--- src/rtl/irq_redir_pkg.sv ---
package irq_redir_pkg;

    localparam logic [7:0] SEL_VERSION    = 8'h01;
    localparam logic [7:0] SEL_ENTRY_BASE = 8'h10;

    typedef struct packed {
        logic       mask;
        logic       level;
        logic       act_low;
        logic [2:0] mode;
        logic [7:0] vector;
    } entry_cfg_t;

    typedef struct packed {
        logic [7:0]  vector;
        logic [2:0]  mode;
        logic [15:0] dest;
    } irq_msg_t;

    localparam entry_cfg_t CFG_RESET = '{mask: 1'b1, level: 1'b0, act_low: 1'b0,
                                         mode: 3'd0, vector: 8'd0};

    function automatic logic [31:0] cfg_to_word(entry_cfg_t c);
        return {15'd0, c.mask, c.level, 1'b0, c.act_low, 2'b00, c.mode, c.vector};
    endfunction

    function automatic entry_cfg_t word_to_cfg(logic [16:0] w);
        entry_cfg_t c;
        c.mask    = w[16];
        c.level   = w[15];
        c.act_low = w[13];
        c.mode    = w[10:8];
        c.vector  = w[7:0];
        return c;
    endfunction

endpackage

--- src/rtl/irq_redir_pin.sv ---
module irq_redir_pin (
    input  logic       clk,
    input  logic       rst,
    input  logic       pin_in,
    input  logic       mask,
    input  logic       level,
    input  logic       act_low,
    input  logic [7:0] vector,
    input  logic       take,
    input  logic       eoi_valid,
    input  logic [7:0] eoi_vector,
    output logic       want
);
    logic sync1_q, sync2_q, prev_q, pend_q, insvc_q;
    logic active, rise, eoi_hit;

    assign active  = sync2_q ^ act_low;
    assign rise    = active & ~prev_q;
    assign eoi_hit = eoi_valid && (eoi_vector == vector);

    always_ff @(posedge clk) begin
        if (rst) begin
            sync1_q <= 1'b0;
            sync2_q <= 1'b0;
            prev_q  <= 1'b0;
            pend_q  <= 1'b0;
            insvc_q <= 1'b0;
        end else begin
            sync1_q <= pin_in;
            sync2_q <= sync1_q;
            prev_q  <= active;
            if (level)
                pend_q <= 1'b0;
            else if (rise && !mask)
                pend_q <= 1'b1;
            else if (take)
                pend_q <= 1'b0;
            if (level && take)
                insvc_q <= 1'b1;
            else if (eoi_hit)
                insvc_q <= 1'b0;
        end
    end

    assign want = ~mask & (level ? (active & ~insvc_q) : pend_q);

    // an edge seen under mask never becomes pending
    p_masked_edge_dropped_r5: assert property (@(posedge clk) disable iff (rst)
        (!level && mask && !pend_q) |=> !pend_q);

    // in-service state survives until its own vector is ended
    p_in_service_kept_r6: assert property (@(posedge clk) disable iff (rst)
        (insvc_q && !eoi_hit) |=> insvc_q);

endmodule

--- src/rtl/irq_redir_arb.sv ---
module irq_redir_arb #(
    parameter int N     = 4,
    parameter int IDX_W = 2
) (
    input  logic             clk,
    input  logic             rst,
    input  logic [N-1:0]     req,
    output logic             any,
    output logic [IDX_W-1:0] idx
);
    always_comb begin
        idx = '0;
        for (int i = N - 1; i >= 0; i--)
            if (req[i]) idx = IDX_W'(i);
    end

    assign any = |req;

    // no requester below the chosen one
    p_lowest_first_r8: assert property (@(posedge clk) disable iff (rst)
        any |-> (req[idx] && ((req & ((N'(1) << idx) - N'(1))) == '0)));

endmodule

--- src/rtl/irq_redir_ctrl.sv ---
module irq_redir_ctrl
    import irq_redir_pkg::*;
#(
    parameter int         NUM_PINS = 4,
    parameter logic [7:0] VERSION  = 8'h21
) (
    input  logic                clk,
    input  logic                rst,
    input  logic [NUM_PINS-1:0] irq_pin,
    input  logic                bus_addr,
    input  logic                bus_wen,
    input  logic [31:0]         bus_wdata,
    output logic [31:0]         bus_rdata,
    input  logic                eoi_valid,
    input  logic [7:0]          eoi_vector,
    output logic                msg_valid,
    input  logic                msg_ready,
    output logic [7:0]          msg_vector,
    output logic [2:0]          msg_mode,
    output logic [15:0]         msg_dest
);
    localparam int         PIN_W     = (NUM_PINS > 1) ? $clog2(NUM_PINS) : 1;
    localparam logic [7:0] MAX_INDEX = 8'(NUM_PINS - 1);

    logic [7:0]  sel_q;
    entry_cfg_t  cfg_q  [NUM_PINS];
    logic [15:0] dest_q [NUM_PINS];

    logic [7:0] sel_off;
    logic [6:0] sel_idx;
    logic       sel_entry;
    logic       unused_wdata;

    assign sel_off      = sel_q - SEL_ENTRY_BASE;
    assign sel_idx      = sel_off[7:1];
    assign sel_entry    = (sel_q >= SEL_ENTRY_BASE) && (sel_idx < 7'(NUM_PINS));
    assign unused_wdata = ^bus_wdata;

    // register writes through the select/window pair
    always_ff @(posedge clk) begin
        if (rst) begin
            sel_q <= '0;
            for (int i = 0; i < NUM_PINS; i++) begin
                cfg_q[i]  <= CFG_RESET;
                dest_q[i] <= '0;
            end
        end else if (bus_wen) begin
            if (!bus_addr)
                sel_q <= bus_wdata[7:0];
            else
                for (int i = 0; i < NUM_PINS; i++)
                    if (sel_entry && sel_idx == 7'(i)) begin
                        if (sel_off[0]) dest_q[i] <= bus_wdata[31:16];
                        else            cfg_q[i]  <= word_to_cfg(bus_wdata[16:0]);
                    end
        end
    end

    always_comb begin
        bus_rdata = '0;
        if (!bus_addr)
            bus_rdata = {24'd0, sel_q};
        else if (sel_q == SEL_VERSION)
            bus_rdata = {8'd0, MAX_INDEX, 8'd0, VERSION};
        else if (sel_entry)
            for (int i = 0; i < NUM_PINS; i++)
                if (sel_idx == 7'(i))
                    bus_rdata = sel_off[0] ? {dest_q[i], 16'd0} : cfg_to_word(cfg_q[i]);
    end

    // per-pin detection
    logic [NUM_PINS-1:0] want, take, mask_vec;
    logic                msg_valid_q;
    logic [PIN_W-1:0]    msg_pin_q;
    irq_msg_t            msg_q;

    for (genvar g = 0; g < NUM_PINS; g++) begin : g_pin
        assign mask_vec[g] = cfg_q[g].mask;
        assign take[g]     = msg_valid_q && msg_ready && (msg_pin_q == PIN_W'(g));
        irq_redir_pin u_pin (
            .clk        (clk),
            .rst        (rst),
            .pin_in     (irq_pin[g]),
            .mask       (cfg_q[g].mask),
            .level      (cfg_q[g].level),
            .act_low    (cfg_q[g].act_low),
            .vector     (cfg_q[g].vector),
            .take       (take[g]),
            .eoi_valid  (eoi_valid),
            .eoi_vector (eoi_vector),
            .want       (want[g])
        );
    end

    logic             win_any;
    logic [PIN_W-1:0] win_idx;

    irq_redir_arb #(.N(NUM_PINS), .IDX_W(PIN_W)) u_arb (
        .clk (clk),
        .rst (rst),
        .req (want),
        .any (win_any),
        .idx (win_idx)
    );

    // delivery register: one message at a time
    always_ff @(posedge clk) begin
        if (rst) begin
            msg_valid_q <= 1'b0;
            msg_pin_q   <= '0;
            msg_q       <= '0;
        end else if (msg_valid_q && msg_ready) begin
            msg_valid_q <= 1'b0;
        end else if (!msg_valid_q && win_any) begin
            msg_valid_q <= 1'b1;
            msg_pin_q   <= win_idx;
            msg_q       <= '{vector: cfg_q[win_idx].vector,
                             mode:   cfg_q[win_idx].mode,
                             dest:   dest_q[win_idx]};
        end
    end

    assign msg_valid  = msg_valid_q;
    assign msg_vector = msg_q.vector;
    assign msg_mode   = msg_q.mode;
    assign msg_dest   = msg_q.dest;

    // first cycle out of reset has every pin masked
    p_reset_masked_r1: assert property (@(posedge clk) disable iff (rst)
        $past(rst) |-> (&mask_vec && !msg_valid));

    // offered message held stable under backpressure
    p_hold_stable_r9: assert property (@(posedge clk) disable iff (rst)
        (msg_valid && !msg_ready) |=> (msg_valid && $stable(msg_vector)
                                       && $stable(msg_mode) && $stable(msg_dest)));

    // gap after each acceptance
    p_release_gap_r9: assert property (@(posedge clk) disable iff (rst)
        (msg_valid && msg_ready) |=> !msg_valid);

endmodule

--- config.mk ---
export PLATFORM = sky130hd
export DESIGN_NAME = irq_redir_ctrl
export DESIGN_NICKNAME = d
export VERILOG_FILES = /design/src/rtl/irq_redir_pkg.sv /design/src/rtl/irq_redir_pin.sv /design/src/rtl/irq_redir_arb.sv /design/src/rtl/irq_redir_ctrl.sv
export SDC_FILE = /design/constraint.sdc
export NUM_CORES = 1
export LEC_CHECK = 0
export ABC_AREA = 1
export BUFFER_PORTS_ARGS = -buffer_cell sky130_fd_sc_hd__buf_2
export CAP_MARGIN = 0
export CELL_PAD_IN_SITES_DETAIL_PLACEMENT = 2
export CELL_PAD_IN_SITES_GLOBAL_PLACEMENT = 2
export CORE_MARGIN = 1
export CORE_UTILIZATION = 31
export DETAILED_ROUTE_END_ITERATION = 10
export GPL_TIMING_DRIVEN = 0
export MAX_ROUTING_LAYER = met4
export PLACE_DENSITY = 0.76
export SETUP_SLACK_MARGIN = 0.05
export SKIP_CTS_REPAIR_TIMING = 1
export SLEW_MARGIN = 5
export SYNTH_ARGS = -nofsm -noshare
export SYNTH_HDL_FRONTEND = slang
export SYNTH_SLANG_ARGS = --single-unit
--- constraint.sdc ---
create_clock -name clk -period 2.2 [get_ports clk]
set_input_delay 0.22 -clock clk [delete_from_list [all_inputs] [get_ports clk]]
set_output_delay 0.22 -clock clk [all_outputs]
set_load 0.02 [all_outputs]
==> metrics.txt, run 1 <==
Layout Utilization=between 40% and 50%; vias in the first global route=around 11000; die height=approximately 180 um; Post-synth top flop=edfxtp_1; P_leak=approximately 6.2 nW; initial drt markers=between 700 and 800; worst-path maximum fanout=6; WL/cell=around 27 um; die area=33130 um2; Routed WL=about 52 mm; Synth area leaders=edfxtp_1 36%, dfxtp_1 12%, inv_1 9.1%; final setup skew=roughly 22 ps; I/O pin count=between 100 and 150; first-pass GRT wire length=between 60 and 70 mm; switching part of the total=28.76%; DR vias/cell=approximately 5.5; yosys synthesis warning count=0; Final Power=roughly 7.8 mW; GRT Overall Usage=between 20% and 30%; Seq cells post-synth=~180; Routed Antenna Nets=0; Starting Density=about a third; placed cell count=around 1800; Initial DRT Pass Iterations=5; DRC Markers=0; layout cell share with drive strength beyond 1=roughly 28%; Post-synth EDFFs=120; Reg clk slew, reported paths=approximately 90 ps; Synth top area share=a little over a third; pin count of the biggest net entering global routing=18; status=complete, but fails checks; clk sinks=approximately 180; Skew-Pair Late Insertion Delay=about 470 ps; Final Cycle Share=133.6%; Area Growth Syn to Fin=38.54%; root buf cell=clkbuf_16; sequential area share after synthesis=between 40% and 50%; via count=around 11000; final setup fails=237; logic gate share of total power=between 10% and 20%; Post-DP HPWL=31.56 mm; Max Freq=between 300 and 400 MHz; Mapped Cells=roughly 1300; failing checks=negative setup slack; Ant. Diodes=0; num rows=65; relative slew slack=between 20 and 25%; syn avg cell area=between 7 and 8 um2; async set-or-reset flop fraction in the synthesized netlist=0%; gpl congestion=a little under 0.9; worst IR drop on VDD=0.0005718 V; Worst setup SP type=flop; Flop pwr share=47.9%; Crit Path Class=flop to output pin; Hold Path Class=primary input to flop; NumNets Final=1586; deepest clock path buffer count=2; P_int=roughly 5.6 mW; final worst slack=-738.9 ps; RSZ-0062 raised after global routing=true; GRT overflow=0; post-route insts no fill=approximately 1900; post-synth top area cell=edfxtp_1; Netlist cell types=39; initial antenna violation count=0; top cells by count, synth=244 x inv_1, 221 x nor2_1, 214 x nand2_1, 147 x nand3_1, 120 x edfxtp_1; Mapped Area=about 10000 um2; Hold Vio Cnt, Final=0; port bufs=between 90 and 100; pwr dens=between 500 and 600 nW/um2; Clock power frac=just over 40%; DIE WIDTH=~180 um; final hold slack=roughly 40 ps; Critical Path RT=1980 ps; total CTS buffers=17; crit path DAT=roughly 2700 ps; max-cap viol count=0; Core Area=approximately 32000 um2; H-tree Lvls=4; Slew Limit Fails=0; Worst Tran Pin Value=1200 ps; TritonCTS clock tree=built; min Tclk post-route=about 2900 ps; count leader, synth=inv_1; switching power=approximately 2.2 mW; CP Capture Type=output pin
-- flip-flops by register name, summed over array words and instances, names as in the netlist --
name                 count
msg_valid                1
cfg_q                   56
g_pin.u_pin.sync1_q      4
msg_dest                16
msg_vector               8
g_pin.u_pin.sync2_q      4
g_pin.u_pin.pend_q       4
msg_mode                 3
g_pin.u_pin.insvc_q      4
g_pin.u_pin.prev_q       4
msg_pin_q                2
sel_q                    8
dest_q                  64
-- metal layers --
metal  track usage [%]  wire [um]  up-vias
met4             9.546       2017        0
met2             43.80      25100      465
li1                  -          -     4716
met5                 -          0        -
met3             3.730       3522      133
met1             36.54      21780     5482
-- through the flow --
step / setup TNS (ps) / setup slack [ps] / cell area (um2)
6_report: -48740 / -738.9 / 13920
2_1_floorplan: 0 / 50.32 / 10150
5_1_grt: -67630 / -822.3 / 13920
3_5_place_dp: -156970 / -898.0 / 11150
3_3_place_gp: -146700 / -924.8 / 11150
4_1_cts: -149710 / -1423 / 11730
-- cell type report --
cell class	instances	area, um2
multi-input cells	846	5052
plain buffers	79	758.2
fillers	3578	17800
repair buffers	164	1316
clock buffers	22	495.5
inverters	248	938.4
clock inverters	10	85.08
flip-flops and latches	178	4771
well taps	402	503.0
-- power by group through the flow --
stage / sequential (mW) / clock, mW / combinational, mW
4_1_cts: 3.73 / 3.16 / 0.616
3_5_place_dp: 3.80 / 0 / 0.611
3_3_place_gp: 3.79 / 0 / 0.588
2_1_floorplan: 3.77 / 0 / 0.366
6_report: 3.74 / 3.20 / 0.860
5_1_grt: 3.74 / 3.33 / 0.907
-- cells in the final DEF (no fill, tap or decap), types with 8 or more instances in the layout --
master and n:
inv_1 239, nor2_1 198, nand2_1 185, nand3_1 121, edfxtp_1 120, buf_2 74, buf_4 67, dfxtp_1 55
o21ai_0 44, buf_6 34, a21oi_1 28, nand3_2 24, clkbuf_16 24, a21oi_2 20, clkbuf_1 17, nor2_2 16
nand2_8 16, buf_12 15, o211ai_1 15, nor3_1 15, nor2_4 14, nand4_1 14, o22ai_1 14, o21ai_1 13
nand2_2 12, buf_8 11, clkbuf_4 11, o21bai_1 11, o21ai_2 10, nand2_4 10, nand3_4 9, o31ai_2 8
xor2_1 8
-- final timing paths --
path / start / to / slack (ps) / cells past startpoint
worst min-delay path: irq_pin[3] / g_pin[3].u_pin.sync1_q$_SDFF_PP0_ / 40 / 3
worst min register to register: g_pin[2].u_pin.sync1_q$_SDFF_PP0_ / g_pin[2].u_pin.sync2_q$_SDFF_PP0_ / 410 / 2
worst max-delay path: sel_q[4]$_SDFFE_PP0P_ / bus_rdata[25] / -740 / 11
worst max register to register: sel_q[0]$_SDFFE_PP0P_ / dest_q[3][14]$_SDFFCE_PN0P_ / -410 / 5
-- critical path, cell delays in order (launching register included) --
cell       delay [ps]
dfxtp_4           390
buf_4             130
nand2_2           130
nor3_4            270
buf_12            160
nand3_2           200
clkbuf_16         240
o21ai_0           200
inv_1              80
a21oi_1           210
nor2_2             90
buf_6             140
-- kinds of logic after synthesis --
kind of cell	share of synthesized area, %
other cells	0.03732
buf+inv	12.83
compound gates	10.98
flops	47.42
fa+ha+maj	0.2490
simple gates	27.25
xor+xnor	1.233
(Power assumes the default switching activity.)
==> inputs of run 2 (changes only) <==
--- a/config.mk
+++ b/config.mk
@@ -18,7 +18,8 @@
 export PLACE_DENSITY = 0.76
 export SETUP_SLACK_MARGIN = 0.05
 export SKIP_CTS_REPAIR_TIMING = 1
-export SLEW_MARGIN = 5
+export SKIP_LAST_GASP = 1
+export SLEW_MARGIN = 40
 export SYNTH_ARGS = -nofsm -noshare
 export SYNTH_HDL_FRONTEND = slang
 export SYNTH_SLANG_ARGS = --single-unit
==> metrics.txt, run 2 (synthesis gave the netlist of run 1 again) <==
DRC Markers=0; NumNets Final=roughly 1600; P_leak=6.322 nW; Hold Path Class=primary input to flop; die height=between 150 and 200 um; layout cell share with drive strength beyond 1=about 30%; min Tclk post-route=between 2000 and 3000 ps; die area=33130 um2; pwr dens=548.3 nW/um2; final worst slack=-705.5 ps; DP Worst Slack=-1007 ps; max-cap viol count=0; GRT Overall Usage=approximately 28%; failing checks=negative setup slack; Area Growth Syn to Fin=42.00%; Reg clk slew, reported paths=~70 ps; initial antenna violation count=1; grt met2 use=43.66%; final setup skew=about 22 ps; Clock power frac=around two fifths; via count=approximately 11000; commonest non-fill, non-tap cells in the layout=238 x inv_1, 178 x nor2_1, 171 x nand2_1, 121 x nand3_1, 120 x edfxtp_1; Worst setup SP type=flop; grt met1 use=36.57%; Largest register FFs=between 60 and 70; DIE WIDTH=182.0 um; Routed WL=about 54 mm; initial drt markers=roughly 810; vias in the first global route=~11000; Post-DP HPWL=approximately 32 mm; final hold slack=between 30 and 40 ps; Placed Area=11160 um2; worst-path maximum fanout=7; Skew-Pair Late Insertion Delay=480 ps; root buf cell=clkbuf_16; Final Cell Area=between 10000 and 15000 um2; final setup fails=192; first-pass GRT wire length=~66 mm; port bufs=just under 100; logic gate share of total power=between 10% and 20%; Routed Antenna Nets=0; H-tree Lvls=4; CP Capture Type=output pin; Initial DRT Pass Iterations=5; pin count of the biggest net entering global routing=18; largest reg by FF count=dest_q; worst IR drop on VDD=0.0005636 V; I/O pin count=110; total CTS buffers=17; Crit Path Class=flop to output pin; Hold Vio Cnt, Final=0; switching power=between 2 and 2.5 mW; num rows=65; Core Area=roughly 32000 um2; routing usage on met3=4.172%; relative slew slack=between 10% and 20%; status=complete, but fails checks; Slew Limit Fails=0; Critical Path RT=between 1500 and 2000 ps; GR peak layer=met2; P_int=5.543 mW; clk sinks=178; gpl congestion=0.8760; Final Cycle Share=132.1%; Max Freq=approximately 340 MHz; RSZ-0062 raised after global routing=true; commonest non-fill, non-tap cell in the layout=inv_1; Worst Tran Pin Value=1253 ps; TritonCTS clock tree=built; DR vias/cell=between 5 and 6; switching part of the total=just under 30%; Starting Density=approximately a third; Flop pwr share=47.8%; Final Power=slightly below 8 mW; crit path DAT=around 2700 ps; GRT overflow=0; WL/cell=~28 um; deepest clock path buffer count=2
-- run 2: layout make-up --
class | instances | area (um2)
tap | 402 | 503.0
fill | 3508 | 17450
multi-input combinational | 846 | 5288
clock inverter | 10 | 85.08
sequential | 178 | 4776
antenna | 2 | 5.005
timing repair buffer | 171 | 1434
inverter | 248 | 940.9
clock buffer | 22 | 495.5
buffer | 79 | 740.7
-- run 2: path summary, 6_finish.rpt --
kind	from	end	slack [ps]	cells past startpoint
min reg2reg	g_pin[2].u_pin.sync1_q$_SDFF_PP0_	g_pin[2].u_pin.sync2_q$_SDFF_PP0_	410	2
max reg2reg	sel_q[5]$_SDFFE_PP0P_	cfg_q[1][5]$_SDFFCE_PN0P_	-450	16
max	sel_q[5]$_SDFFE_PP0P_	bus_rdata[21]	-710	12
min	irq_pin[3]	g_pin[3].u_pin.sync1_q$_SDFF_PP0_	30	3
-- run 2: per-stage QoR --
stage,std cells,setup TNS (ps),util (%)
final,1958,-44220,44.98
after global routing,1957,-58710,44.97
after CTS,1877,-136630,37.01
after detailed placement,1845,-151910,35.18
after global placement,1845,-146700,35.15
after floorplan,1344,0,-
-- run 2: worst max-delay path, cell delays in order (launching register included) --
cell     delay [ps]
dfxtp_2         380
inv_1           100
ha_4            190
xor2_4          160
nor2_4          120
buf_12          140
nand3_4         120
buf_12          190
buf_8           150
o31ai_2         240
inv_1           120
a21oi_2         150
buf_4           150
-- run 2: power groups by stage --
stage	Sequential (mW)	Clock [mW]	Combinational, mW
after floorplan	3.77	0	0.366
after global placement	3.79	0	0.588
after detailed placement	3.80	0	0.613
after CTS	3.72	3.16	0.620
after global routing	3.74	3.31	0.910
final	3.74	3.22	0.862
-- run 2: metal layers --
metal / routed length (um) / part of all wire [%]
met1: 22150 / 41
met2: 25870 / 48
met3: 3701 / 6.9
met4: 2222 / 4.1
met5: 0 / 0
==> inputs of run 3 (changes only) <==
--- a/config.mk
+++ b/config.mk
@@ -12,6 +12,7 @@
 export CELL_PAD_IN_SITES_GLOBAL_PLACEMENT = 2
 export CORE_MARGIN = 1
 export CORE_UTILIZATION = 31
+export CTS_BUF_LIST = sky130_fd_sc_hd__clkbuf_16
 export DETAILED_ROUTE_END_ITERATION = 10
 export GPL_TIMING_DRIVEN = 0
 export MAX_ROUTING_LAYER = met4
==> metrics.txt, run 3 (synthesis gave the netlist of run 1 again) <==
status=complete, but fails checks; failing checks=max-capacitance violations, max-slew violations, negative setup slack; Hold Vio Cnt, Final=0; final worst slack=-839.2 ps; num rows=65; Final Cell Area=around 14000 um2; Skew-Pair Late Insertion Delay=approximately 480 ps; Post-DP HPWL=31.58 mm; initial drt markers=around 850; Worst setup SP type=flop; Core Area=~32000 um2; commonest non-fill, non-tap cells in the layout=235 x inv_1, 186 x nor2_1, 174 x nand2_1, 121 x nand3_1, 120 x edfxtp_1; max-cap viol count=1; port bufs=about 100; crit path DAT=approximately 2800 ps; P_leak=between 6 and 7 nW; die area=about 33000 um2; GRT overflow=0; DR vias/cell=~5.7; via count=approximately 11000; Hold Path Class=primary input to flop; worst-path maximum fanout=8; Placed Area=about 11000 um2; worst IR drop on VDD=between 0.0005 and 0.0006 V; pwr dens=between 500 and 600 nW/um2; DRC Markers=0; gpl congestion=between 0.8 and 0.9; total CTS buffers=17; Routed Antenna Nets=0; WL/cell=around 28 um; GRT Overall Usage=between 20% and 30%; commonest non-fill, non-tap cell in the layout=inv_1; Slew Limit Fails=11; Critical Path RT=1980 ps; RSZ-0062 raised after global routing=true; Area Growth Syn to Fin=41.26%; deepest clock path buffer count=2; CP Capture Type=output pin; Crit Path Class=flop to output pin; Starting Density=31.68%; Reg clk slew, reported paths=approximately 70 ps; pin count of the biggest net entering global routing=18; NumNets Final=1596; initial antenna violation count=0; Final Power=7.719 mW; DIE WIDTH=about 180 um; Final Cycle Share=138.1%; first-pass GRT wire length=66.32 mm; min Tclk post-route=3039 ps; placed cell count=approximately 1800; clk sinks=between 150 and 200; root buf cell=clkbuf_16; H-tree Lvls=4; Routed WL=about 55 mm; I/O pin count=between 100 and 150; layout cell share with drive strength beyond 1=a little under a third; Initial DRT Pass Iterations=5; Ant. Diodes=0; vias in the first global route=10641; final setup skew=about 21 ps; final setup fails=around 230; post-route insts no fill=a little under 2000; Largest register FFs=64; Max Freq=329.0 MHz; relative slew slack=-3.159%; die height=between 150 and 200 um; Worst Tran Pin Value=1547 ps; TritonCTS clock tree=built; largest reg by FF count=dest_q
==> run 3: cell count changes in the layout (fill, tap and decap cells not counted), sizes merged <==
cell / change
buf: +2
clkbuf: -2
clkinv: +2
diode: -2
inv: +2
nand2: -1
==> run 3: stage by stage <==
stage                     hold slack, ps  util [%]  setup TNS, ps  setup WS (ps)
after floorplan                    327.0         -              0          50.32
after global routing               2.377     44.75         -54760         -825.1
after global placement             403.1     35.15        -146700         -924.8
final                              4.108     44.75         -43130         -839.2
after detailed placement           403.6     35.18        -151910          -1007
after CTS                         -42.58     36.91        -136890          -1295
==> run 3: worst max-delay path, cell delays in order, from the launching register on <==
cell	delay [ps]
dfxtp_2	370
inv_1	90
ha_4	190
xor2_4	160
nor2_4	130
buf_12	150
nand3_4	120
buf_8	190
buf_12	160
o31ai_4	310
inv_1	100
a21oi_2	200
buf_6	150
==> run 3: worst paths after layout <==
check	startpoint	end	slack (ps)	cells after the start
max reg2reg	sel_q[5]$_SDFFE_PP0P_	cfg_q[1][5]$_SDFFCE_PN0P_	-310	13
max	sel_q[5]$_SDFFE_PP0P_	bus_rdata[30]	-840	12
min	irq_pin[3]	g_pin[3].u_pin.sync1_q$_SDFF_PP0_	4	3
min reg2reg	g_pin[2].u_pin.sync1_q$_SDFF_PP0_	g_pin[2].u_pin.sync2_q$_SDFF_PP0_	410	2
==> run 3: per-layer routing <==
metal	share of wire [%]	routed length, um	track usage (%)
met1	40	21910	36.79
met2	48	26040	44.06
met3	6.9	3774	4.011
met4	5.6	3050	9.882
met5	0	0	-
==> run 3: layout make-up <==
| cell class | count | area (um2) |
|---|---|---|
| Fill cell | 3529 | 17530 |
| Multi-Input combinational cell | 845 | 5225 |
| Sequential cell | 178 | 4776 |
| Timing Repair Buffer | 175 | 1425 |
| Inverter | 248 | 938.4 |
| Buffer | 79 | 774.5 |
| Tap cell | 402 | 503.0 |
| Clock buffer | 18 | 450.4 |
| Clock inverter | 14 | 100.1 |
==> run 3: power breakdown <==
part	internal [mW]	leakage [nW]	total, mW	switching (mW)
clock	1.53	0.280	3.13	1.59
combinational	0.244	4.32	0.852	0.608
sequential	3.65	1.70	3.74	0.0867
